===== src/rtl/addr_filt_pkg.sv =====
package addr_filt_pkg;
  localparam int unsigned OCTET_W = 8;
  typedef logic [OCTET_W-1:0] octet_t;

  typedef struct packed {
    logic en_bcast;
    logic en_exact;
  } filt_en_t;
endpackage


===== src/rtl/addr_filt_cfg.sv =====
module addr_filt_cfg #(
  parameter int unsigned REG_W       = 16,
  parameter int unsigned NUM_SA_REGS = 3,
  parameter int unsigned SEL_W       = 2,
  parameter int unsigned BC_EN_BIT   = 1,
  parameter int unsigned EX_EN_BIT   = 5
) (
  input  logic                         clk,
  input  logic                         rst_n,
  input  logic                         cfg_we,
  input  logic [SEL_W-1:0]             cfg_sel,
  input  logic [REG_W-1:0]             cfg_wdata,
  output logic [NUM_SA_REGS*REG_W-1:0] sa_flat,
  output addr_filt_pkg::filt_en_t      en_live
);
  localparam logic [SEL_W-1:0] CTRL_SEL = SEL_W'(NUM_SA_REGS);

  for (genvar r = 0; r < NUM_SA_REGS; r++) begin : g_sa
    logic [REG_W-1:0] word_q;
    always_ff @(posedge clk or negedge rst_n) begin
      if (!rst_n) begin
        word_q <= '0;
      end else if (cfg_we && cfg_sel == SEL_W'(r)) begin
        word_q <= cfg_wdata;
      end
    end
    assign sa_flat[r*REG_W +: REG_W] = word_q;
  end

  always_ff @(posedge clk or negedge rst_n) begin
    if (!rst_n) begin
      en_live <= '0;
    end else if (cfg_we && cfg_sel == CTRL_SEL) begin
      en_live.en_bcast <= cfg_wdata[BC_EN_BIT];
      en_live.en_exact <= cfg_wdata[EX_EN_BIT];
    end
  end
endmodule


===== src/rtl/addr_filt_track.sv =====
module addr_filt_track #(
  parameter int unsigned ADDR_BYTES = 6,
  localparam int unsigned IDX_W = $clog2(ADDR_BYTES + 1)
) (
  input  logic                               clk,
  input  logic                               rst_n,
  input  logic                               beat,
  input  logic                               sof,
  input  addr_filt_pkg::octet_t              data,
  input  logic [ADDR_BYTES*8-1:0]            live_sa,
  input  addr_filt_pkg::filt_en_t            en_live,
  output logic                               last_beat,
  output logic                               exact_final,
  output logic                               bcast_final,
  output addr_filt_pkg::filt_en_t            en_frame
);
  import addr_filt_pkg::*;

  localparam logic [IDX_W-1:0] LAST_IDX = IDX_W'(ADDR_BYTES - 1);
  localparam logic [IDX_W-1:0] DONE_IDX = IDX_W'(ADDR_BYTES);
  localparam int unsigned      RD_DEPTH = 2 ** IDX_W;

  logic [IDX_W-1:0] pos_q;
  logic             exact_run_q;
  logic             bcast_run_q;
  filt_en_t         en_q;
  octet_t           shadow_q [ADDR_BYTES];
  octet_t           shadow_rd [RD_DEPTH];

  for (genvar k = 0; k < RD_DEPTH; k++) begin : g_rd
    if (k < ADDR_BYTES) begin : g_used
      assign shadow_rd[k] = shadow_q[k];
    end else begin : g_pad
      assign shadow_rd[k] = '0;
    end
  end

  logic [IDX_W-1:0] byte_idx;
  logic             in_hdr;
  octet_t           ref_byte;
  logic             exact_hit;
  logic             bcast_hit;
  logic             exact_now;
  logic             bcast_now;

  always_comb begin
    byte_idx  = sof ? '0 : pos_q;
    in_hdr    = beat && (sof || pos_q != DONE_IDX);
    ref_byte  = sof ? live_sa[7:0] : shadow_rd[pos_q];
    exact_hit = (data == ref_byte);
    bcast_hit = &data;
    exact_now = sof ? exact_hit : (exact_run_q && exact_hit);
    bcast_now = sof ? bcast_hit : (bcast_run_q && bcast_hit);
    last_beat = in_hdr && byte_idx == LAST_IDX;
  end

  assign exact_final = exact_now;
  assign bcast_final = bcast_now;
  assign en_frame    = (beat && sof) ? en_live : en_q;

  always_ff @(posedge clk or negedge rst_n) begin
    if (!rst_n) begin
      pos_q       <= DONE_IDX;
      exact_run_q <= 1'b0;
      bcast_run_q <= 1'b0;
    end else if (in_hdr) begin
      pos_q       <= byte_idx + IDX_W'(1);
      exact_run_q <= exact_now;
      bcast_run_q <= bcast_now;
    end
  end

  always_ff @(posedge clk or negedge rst_n) begin
    if (!rst_n) begin
      en_q <= '0;
    end else if (beat && sof) begin
      en_q <= en_live;
    end
  end

  for (genvar k = 0; k < ADDR_BYTES; k++) begin : g_shadow
    always_ff @(posedge clk or negedge rst_n) begin
      if (!rst_n) begin
        shadow_q[k] <= '0;
      end else if (beat && sof) begin
        shadow_q[k] <= live_sa[k*8 +: 8];
      end
    end
  end
endmodule


===== src/rtl/addr_filt_decide.sv =====
module addr_filt_decide (
  input  logic                    clk,
  input  logic                    rst_n,
  input  logic                    last_beat,
  input  logic                    exact_final,
  input  logic                    bcast_final,
  input  addr_filt_pkg::filt_en_t en_frame,
  output logic                    dec_valid,
  output logic                    dec_accept
);
  logic verdict;

  always_comb begin
    verdict = (en_frame.en_bcast && bcast_final) ||
              (en_frame.en_exact && exact_final);
  end

  always_ff @(posedge clk or negedge rst_n) begin
    if (!rst_n) begin
      dec_valid  <= 1'b0;
      dec_accept <= 1'b0;
    end else begin
      dec_valid  <= last_beat;
      dec_accept <= last_beat && verdict;
    end
  end
endmodule


===== src/rtl/addr_rx_filter.sv =====
module addr_rx_filter #(
  parameter int unsigned ADDR_BYTES = 6,
  parameter int unsigned REG_W      = 16,
  parameter int unsigned BC_EN_BIT  = 1,
  parameter int unsigned EX_EN_BIT  = 5,
  localparam int unsigned BYTES_PER_REG = REG_W / 8,
  localparam int unsigned NUM_SA_REGS   = ADDR_BYTES / BYTES_PER_REG,
  localparam int unsigned SEL_W         = $clog2(NUM_SA_REGS + 1)
) (
  input  logic             clk,
  input  logic             rst_n,
  input  logic             cfg_we,
  input  logic [SEL_W-1:0] cfg_sel,
  input  logic [REG_W-1:0] cfg_wdata,
  input  logic             s_valid,
  output logic             s_ready,
  input  logic             s_sof,
  input  logic [7:0]       s_data,
  output logic             dec_valid,
  output logic             dec_accept
);
  import addr_filt_pkg::*;

  logic [NUM_SA_REGS*REG_W-1:0] sa_flat;
  logic [ADDR_BYTES*8-1:0]      live_sa;
  filt_en_t                     en_live;
  filt_en_t                     en_frame;
  logic                         beat;
  logic                         last_beat;
  logic                         exact_final;
  logic                         bcast_final;

  assign s_ready = 1'b1;
  assign beat    = s_valid && s_ready;

  addr_filt_cfg #(
    .REG_W      (REG_W),
    .NUM_SA_REGS(NUM_SA_REGS),
    .SEL_W      (SEL_W),
    .BC_EN_BIT  (BC_EN_BIT),
    .EX_EN_BIT  (EX_EN_BIT)
  ) u_cfg (
    .clk      (clk),
    .rst_n    (rst_n),
    .cfg_we   (cfg_we),
    .cfg_sel  (cfg_sel),
    .cfg_wdata(cfg_wdata),
    .sa_flat  (sa_flat),
    .en_live  (en_live)
  );

  // Byte k of the address lives in the word counted down from the top,
  // low octet first within each word.
  for (genvar k = 0; k < ADDR_BYTES; k++) begin : g_map
    assign live_sa[k*8 +: 8] =
      sa_flat[(NUM_SA_REGS - 1 - k / BYTES_PER_REG) * REG_W + (k % BYTES_PER_REG) * 8 +: 8];
  end

  addr_filt_track #(
    .ADDR_BYTES(ADDR_BYTES)
  ) u_trk (
    .clk        (clk),
    .rst_n      (rst_n),
    .beat       (beat),
    .sof        (s_sof),
    .data       (s_data),
    .live_sa    (live_sa),
    .en_live    (en_live),
    .last_beat  (last_beat),
    .exact_final(exact_final),
    .bcast_final(bcast_final),
    .en_frame   (en_frame)
  );

  addr_filt_decide u_dec (
    .clk        (clk),
    .rst_n      (rst_n),
    .last_beat  (last_beat),
    .exact_final(exact_final),
    .bcast_final(bcast_final),
    .en_frame   (en_frame),
    .dec_valid  (dec_valid),
    .dec_accept (dec_accept)
  );
endmodule


===== config.mk =====
export PLATFORM = sky130hd
export DESIGN_NAME = addr_rx_filter
export DESIGN_NICKNAME = d
export VERILOG_FILES = /design/src/rtl/addr_filt_pkg.sv /design/src/rtl/addr_filt_cfg.sv /design/src/rtl/addr_filt_track.sv /design/src/rtl/addr_filt_decide.sv /design/src/rtl/addr_rx_filter.sv
export SDC_FILE = /design/constraint.sdc
export NUM_CORES = 1
export LEC_CHECK = 0
export ABC_AREA = 1
export BUFFER_PORTS_ARGS = -buffer_cell sky130_fd_sc_hd__buf_4
export CORE_MARGIN = 2
export CORE_UTILIZATION = 56
export CTS_BUF_LIST = sky130_fd_sc_hd__clkbuf_8
export DETAILED_ROUTE_END_ITERATION = 12
export HOLD_SLACK_MARGIN = 0.03
export PLACE_DENSITY = 0.78
export SLEW_MARGIN = 20
export SYNTH_ARGS = -nofsm -noshare
export SYNTH_HDL_FRONTEND = slang
export SYNTH_SLANG_ARGS = --single-unit
export TNS_END_PERCENT = 100

===== constraint.sdc =====
create_clock -name clk -period 1.5 [get_ports clk]
set_input_delay 0.3 -clock clk [delete_from_list [all_inputs] [get_ports clk]]
set_output_delay 0.3 -clock clk [all_outputs]
set_load 0.02 [all_outputs]

# Word level (Yosys, flattened, before mapping)
# Index checks and enable logic that the tools add are counted.
[totals]
reg_bits = 107
latchBits = 0
ramBits = 0
rom_bits = 0
out_inout_bits = 3
mem_count = 0
[op_classes]
add_sub_neg = 1
n_mul = 0
div_mod_pow = 0
order_cmp = 1
eq_ne = 6
shift = 0
muxes = 8
bitwise = 1
n_reduce_logical = 16
[ops]
columns = ["operator", "n"]
rows = [
  ["$bmux 8 s3", 1],
  ["$mux 8", 3],
  ["$logic_and 1x1->1", 12],
  ["$eq 8x8->1", 1],
  ["$reduce_and 8->1", 1],
  ["$eq 2x2->1 const B", 2],
  ["$ge 4x4->1 const B", 1],
  ["$not 3->4", 1],
  ["$add 3x1->3 const B", 1],
  ["$eq 3x3->1 const B", 1],
  ["$mux 3", 1],
  ["$ne 3x3->1 const B", 1],
  ["$eq 2x1->1 const B", 1],
  ["$logic_not 2->1", 1],
  ["$logic_or 1x1->1", 2],
  ["$mux 1", 2],
  ["$mux 2", 1],
]

# Depth between registers and ports, before layout
[depth]
word_depth = 11
mapped_depth = 15

# Modules after synthesis
# Synthesis repeated with hierarchy kept, for this count alone.
[unflattened]
hier_cells = 611
area_unflattened_um2 = 5143.7
[modules_own_cells]
columns = ["module", "n_inst", "cells_per_inst", "area_per_inst_um2"]
rows = [
  ["addr_filt_track", 1, 380, 2935.3],
  ["addr_filt_cfg", 1, 223, 2127.0],
  ["addr_filt_decide", 1, 6, 70.1],
  ["addr_rx_filter", 1, 2, 11.3],
]

# Worst setup path before layout
# Ideal clock, no wire load.
[synth_timing]
kind = "flip-flop to flip-flop"
from = "register u_trk.pos_q[1]"
to = "register u_dec.dec_accept"
setup_time_ps = 73
arrival_time_ps = 1505
path_slack_ps = -79
path_stages_with_launch = 14
n_path_buf = 1
cell_sequence = "dfstp_2 buf_4 inv_2 nor2_1 nand2_1 nand2_1 nand2_1 nand2_1 nand2_1 nand2_1 o211ai_1 nor2_2 nand3_1 a21oi_2"
[synth_via]
elab_chain_cells = 11
elab_cells_between_ends = 17
[synth_lines]
columns = ["element", "line", "source"]
rows = [
  ["from (decl)", "addr_filt_track.sv:23", "logic [IDX_W-1:0] pos_q;"],
  ["from (signal assigned)", "addr_filt_track.sv:67", "pos_q <= byte_idx + IDX_W'(1);"],
  ["$not 3->4 (not written as such)", "addr_filt_track.sv:49", "ref_byte = sof ? live_sa[7:0] : shadow_rd[pos_q];"],
  ["$bmux 8 s3", "addr_filt_track.sv:49", ""],
  ["$mux 8 (not written as such) (2 in series)", "addr_filt_track.sv:49", ""],
  ["$mux 8", "addr_filt_track.sv:49", ""],
  ["$eq 8x8->1", "addr_filt_track.sv:50", "exact_hit = (data == ref_byte);"],
  ["$logic_and 1x1->1", "addr_filt_track.sv:52", "exact_now = sof ? exact_hit : (exact_run_q && exact_hit);"],
  ["$mux 1", "addr_filt_track.sv:52", ""],
  ["$logic_and 1x1->1", "addr_filt_decide.sv:15", "(en_frame.en_exact && exact_final);"],
  ["$logic_or 1x1->1", "addr_filt_decide.sv:14", "verdict = (en_frame.en_bcast && bcast_final) ||"],
  ["$logic_and 1x1->1 *", "addr_filt_decide.sv:24", "dec_accept <= last_beat && verdict;"],
  ["to (signal assigned)", "addr_filt_decide.sv:24", ""],
  ["to (decl)", "addr_filt_decide.sv:9", "output logic dec_accept"],
]
# Every way passes the cells marked *; elsewhere a longest branch is shown, timed or not. The select of a mux whose other input is x is not followed.
# A chain may end at the register's enable or synchronous reset.

# Worst setup path in the final report
# Ends and elaborated chain as after synthesis.

==> summary.md <==
| Metric | Value |
|---|---|
| Post-DP Area | `0.00531 mm2` |
| First-pass GRT wire length | `18300 um` |
| Switching share of total power | `32.1%` |
| Worst-path fanout max | `4` |
| Placeable Area | `0.00830 mm2` |
| Post-synthesis compound-gate area fraction | `10.9%` |
| YS warnings | `0` |
| Final HPWL DP | `7290 um` |
| HP Class | `input pin to flip-flop` |
| 1st-iter DRT viols | `288` |
| Row cnt | `33` |
| DR vias/cell | `5.38` |
| Routed length on met2 | `5040 um` |
| Synth Area in Adders | `0.515%` |
| Post-route met1 wirelength | `4900 um` |
| DRT Wirelength | `10700 um` |
| Failing checks | `negative setup slack` |
| Largest stage delay, worst path | `0.66 ns` |
| Switching pwr | `2190 uW` |
| Final worst path period share | `125%` |
| RSZ-0062 raised after global routing | `yes` |
| Multi-input gate area | `0.00180 mm2` |
| FF-to-FF setup slack | `-0.37 ns` |
| Worst Setup Start Kind | `flip-flop` |
| Fin. max-slew vios | `0` |
| ANT cells | `0` |
| Root Driver | `clkbuf_8` |
| Reg clk slew, reported paths | `0.11 ns` |
| Initial antenna violation count | `0` |
| Tightest Pin Transition | `0.549 ns` |
| Crit path capture type | `flip-flop` |
| DRT Pass-1 Iters | `5` |
| Chip width | `97.2 um` |
| Largest family of logic cells by synthesized area | `simple AND/OR/NAND/NOR gates` |
| Leakage | `0.00290 uW` |
| Port Buffers | `32` |
| Total CTS buffers | `9` |
| Skew final | `0.0133 ns` |
| Worst setup margin | `-0.368 ns` |
| Final Hold Vio Count | `0` |
| Post-Syn Nets | `601` |
| Worst path cell trace | `buf_6, nand3_1, nand2_1, nand2_1, nand2_2, nand2_1, nand2_1, nand2_1, nor2_1, nand2_1, nor2_2, nand3_2, a21oi_2` |
| Fmax achieved | `0.535 GHz` |
| Syn Std Cell Area | `0.00486 mm2` |
| Tot GR Track Use | `23.8%` |
| Post-Syn Area per Cell | `8.56 um2` |
| Ys async rst share | `100%` |
| Post-DRT Antenna Nets | `0` |
| Post-synthesis sequential area ratio | `55.1%` |
| CP max-delay cell | `dfstp_2` |
| Most common flop cell mapped by yosys | `dfrtp_1` |
| Cell variety after synth | `34` |
| Final core occ | `67.1%` |
| Area delta synth->final | `14.5%` |
| Nets | `644` |
| Final setup fails | `7` |
| Max transition margin | `63.4%` |
| Final Cell Area | `0.00557 mm2` |
| Highest Signal Layer | `met4` |
| Fin Hold WS | `0.209 ns` |
| CTS sink cnt | `107` |
| Most Frequent Cell on Critical Path | `nand2_1` |
| Clk pwr share | `25.0%` |
| Design Power | `6830 uW` |
| FF+latch count, synth | `107` |
| Clock Latency Late Sink | `0.37 ns` |
| Filler Cell Count | `650` |
| Crit path DAT | `2.18 ns` |
| Synth Instances | `568` |
| Critical path type | `flip-flop to flip-flop` |
| DR WL met3 | `564 um` |
| RePlAce Congestion | `0.964` |
| Flop pwr share | `53.5%` |
| Via count | `3879` |
| Pin count of the biggest net entering global routing | `108` |
| Die Area | `0.00945 mm2` |
| Tmin final | `1.87 ns` |
| Starting density of the core | `58.6%` |
| XOR/XNOR Fraction of Synth Area | `0.180%` |
| CTS tree | `built` |
| Post-synth EDFFs | `0` |
| Height of the die | `97.2 um` |
| Worst EP required | `1.81 ns` |
| Post-Synth Simple-Gate Area | `20.1%` |
| Peak VDD IR | `0.000664 V` |
| H-tree depth | `3` |
| Combinational power share | `21.4%` |
| Fraction of layout cells with a size suffix above 1 | `20.0%` |
| GRT overflow | `0` |
| Clock Path Buffers | `2` |
| Register area | `0.00268 mm2` |
| Post-route setup TNS | `-1.12 ns` |
| Status | `finished, violations left` |
| DR WL/cell | `14.9 um` |
| PD cells | `1230 mW/mm2` |
| DRC Markers | `0` |
| Vias in the first global route | `3858` |
| Mux cell area share after synthesis | `4.40%` |
| Max Cap Viol | `0` |
| I/O pin cnt | `34` |
| Pint | `4640 uW` |
==> critical path, delay by kind of cell (launching register included) <==
| kind | cells | cell delay, ns |
|---|---|---|
| AO/OA/AOI/OAI | 1 | 0.11 |
| buffers and inverters | 1 | 0.15 |
| flip-flops | 1 | 0.66 |
| AND/OR/NAND/NOR | 11 | 0.89 |
==> power by group through the flow <==
stage	Combinational, uW	Clock, uW	Sequential [uW]
final	1460	1710	3660
after global placement	1340	0	3680
after detailed placement	1400	0	3700
after CTS	1440	1750	3650
after floorplan	991	0	3600
after global routing	1660	1870	3710
==> through the flow <==
stage          cells  worst slack (ns)
6_report         721            -0.368
5_1_grt          721            -0.511
4_1_cts          720            -0.284
3_5_place_dp     702            -0.274
3_3_place_gp     702            -0.230
2_1_floorplan    568           -0.0374
==> layout by cell type (no fill, tap or decap), drive strengths merged <==
| master | count |
|---|---|
| dfstp | 2 |
| conb | 1 |
| nand3b | 2 |
| dlygate4sd3 | 1 |
| inv | 76 |
| nand3 | 26 |
| clkinv | 3 |
| nand2 | 157 |
| clkinvlp | 1 |
| xnor2 | 1 |
| or2 | 2 |
| nor4 | 1 |
| o21ai | 73 |
| clkbuf | 9 |
| nor2 | 49 |
| o21a | 1 |
| o31ai | 1 |
| dfrtp | 105 |
| buf | 57 |
| a21oi | 25 |
| nand4 | 1 |
| ha | 2 |
| o211ai | 1 |
| mux2 | 19 |
==> cells in the mapped netlist, types with 2 or more instances <==
cell	n	area share, %
buf_4	2	0.31
nor2_1	45	3.5
nand3_1	25	2.6
nor2_2	3	0.39
inv_1	68	5.2
dfrtp_1	105	54
buf_2	3	0.31
ha_1	2	0.51
inv_2	4	0.31
mux2_2	19	4.4
a21oi_1	24	2.5
o21ai_1	10	1.0
o21ai_0	63	6.5
nand3b_1	2	0.31
nand2_1	152	12
dfstp_2	2	1.1
nand2_2	5	0.64
buf_6	2	0.46
clkbuf_1	17	1.3
==> what timing repair did <==
item,in CTS,in global routing
pin swaps,8,1
gates resized for setup,9,4
hold buffers,1,0
endpoints found under the hold margin,105,0
setup buffers,1,1
endpoints found under the setup margin,7,7
==> final cells by class <==
class | instances | share of cell area, %
clock inverters | 7 | 1.17
multi-input cells | 362 | 32.4
repair buffers | 58 | 8.74
flip-flops and latches | 107 | 48.1
clock buffers | 9 | 2.22
inverters | 73 | 5.01
well taps | 105 | 2.36
==> registers in the layout (all words and copies together), names as in the netlist <==
register	flops
u_trk.shadow_q	48
u_trk.bcast_run_q	1
u_trk.exact_run_q	1
u_cfg.en_live	2
u_trk.pos_q	3
u_trk.en_q	2
u_cfg.g_sa.word_q	48
u_dec.dec_valid	1
u_dec.dec_accept	1
==> worst paths after layout <==
| path | from | end | cells after the start |
|---|---|---|---|
| max | u_trk.pos_q[1] | u_dec.dec_accept | 13 |
| min | cfg_wdata[10] | u_cfg.g_sa[1].word_q[10] | 3 |
| max reg2reg | u_trk.pos_q[1] | u_dec.dec_accept | 13 |
| min reg2reg | u_cfg.g_sa[1].word_q[9] | u_cfg.g_sa[1].word_q[9] | 2 |
| max in group asynchronous | rst_n | u_trk.pos_q[1] | 3 |
| min in group asynchronous | rst_n | u_cfg.g_sa[1].word_q[11] | 3 |
==> layer usage <==
layer | up-vias | GRT usage, %
met5 | - | 0
met4 | 0 | 8.45
met3 | 24 | 5.25
met2 | 124 | 37.1
met1 | 1864 | 33.3
li1 | 1867 | -
==> kinds of logic (layout without fill, tap and decap cells) <==
logic type	after synthesis	count (layout)
xor gates and xnor gates	1	1
buffers and inverters	99	147
other	1	1
DFF	107	107
muxes	19	19
AOI/OAI and AO/OA	101	101
adders and majority gates	2	2
and+or+nand+nor	238	238
(Power assumes the default switching activity.)
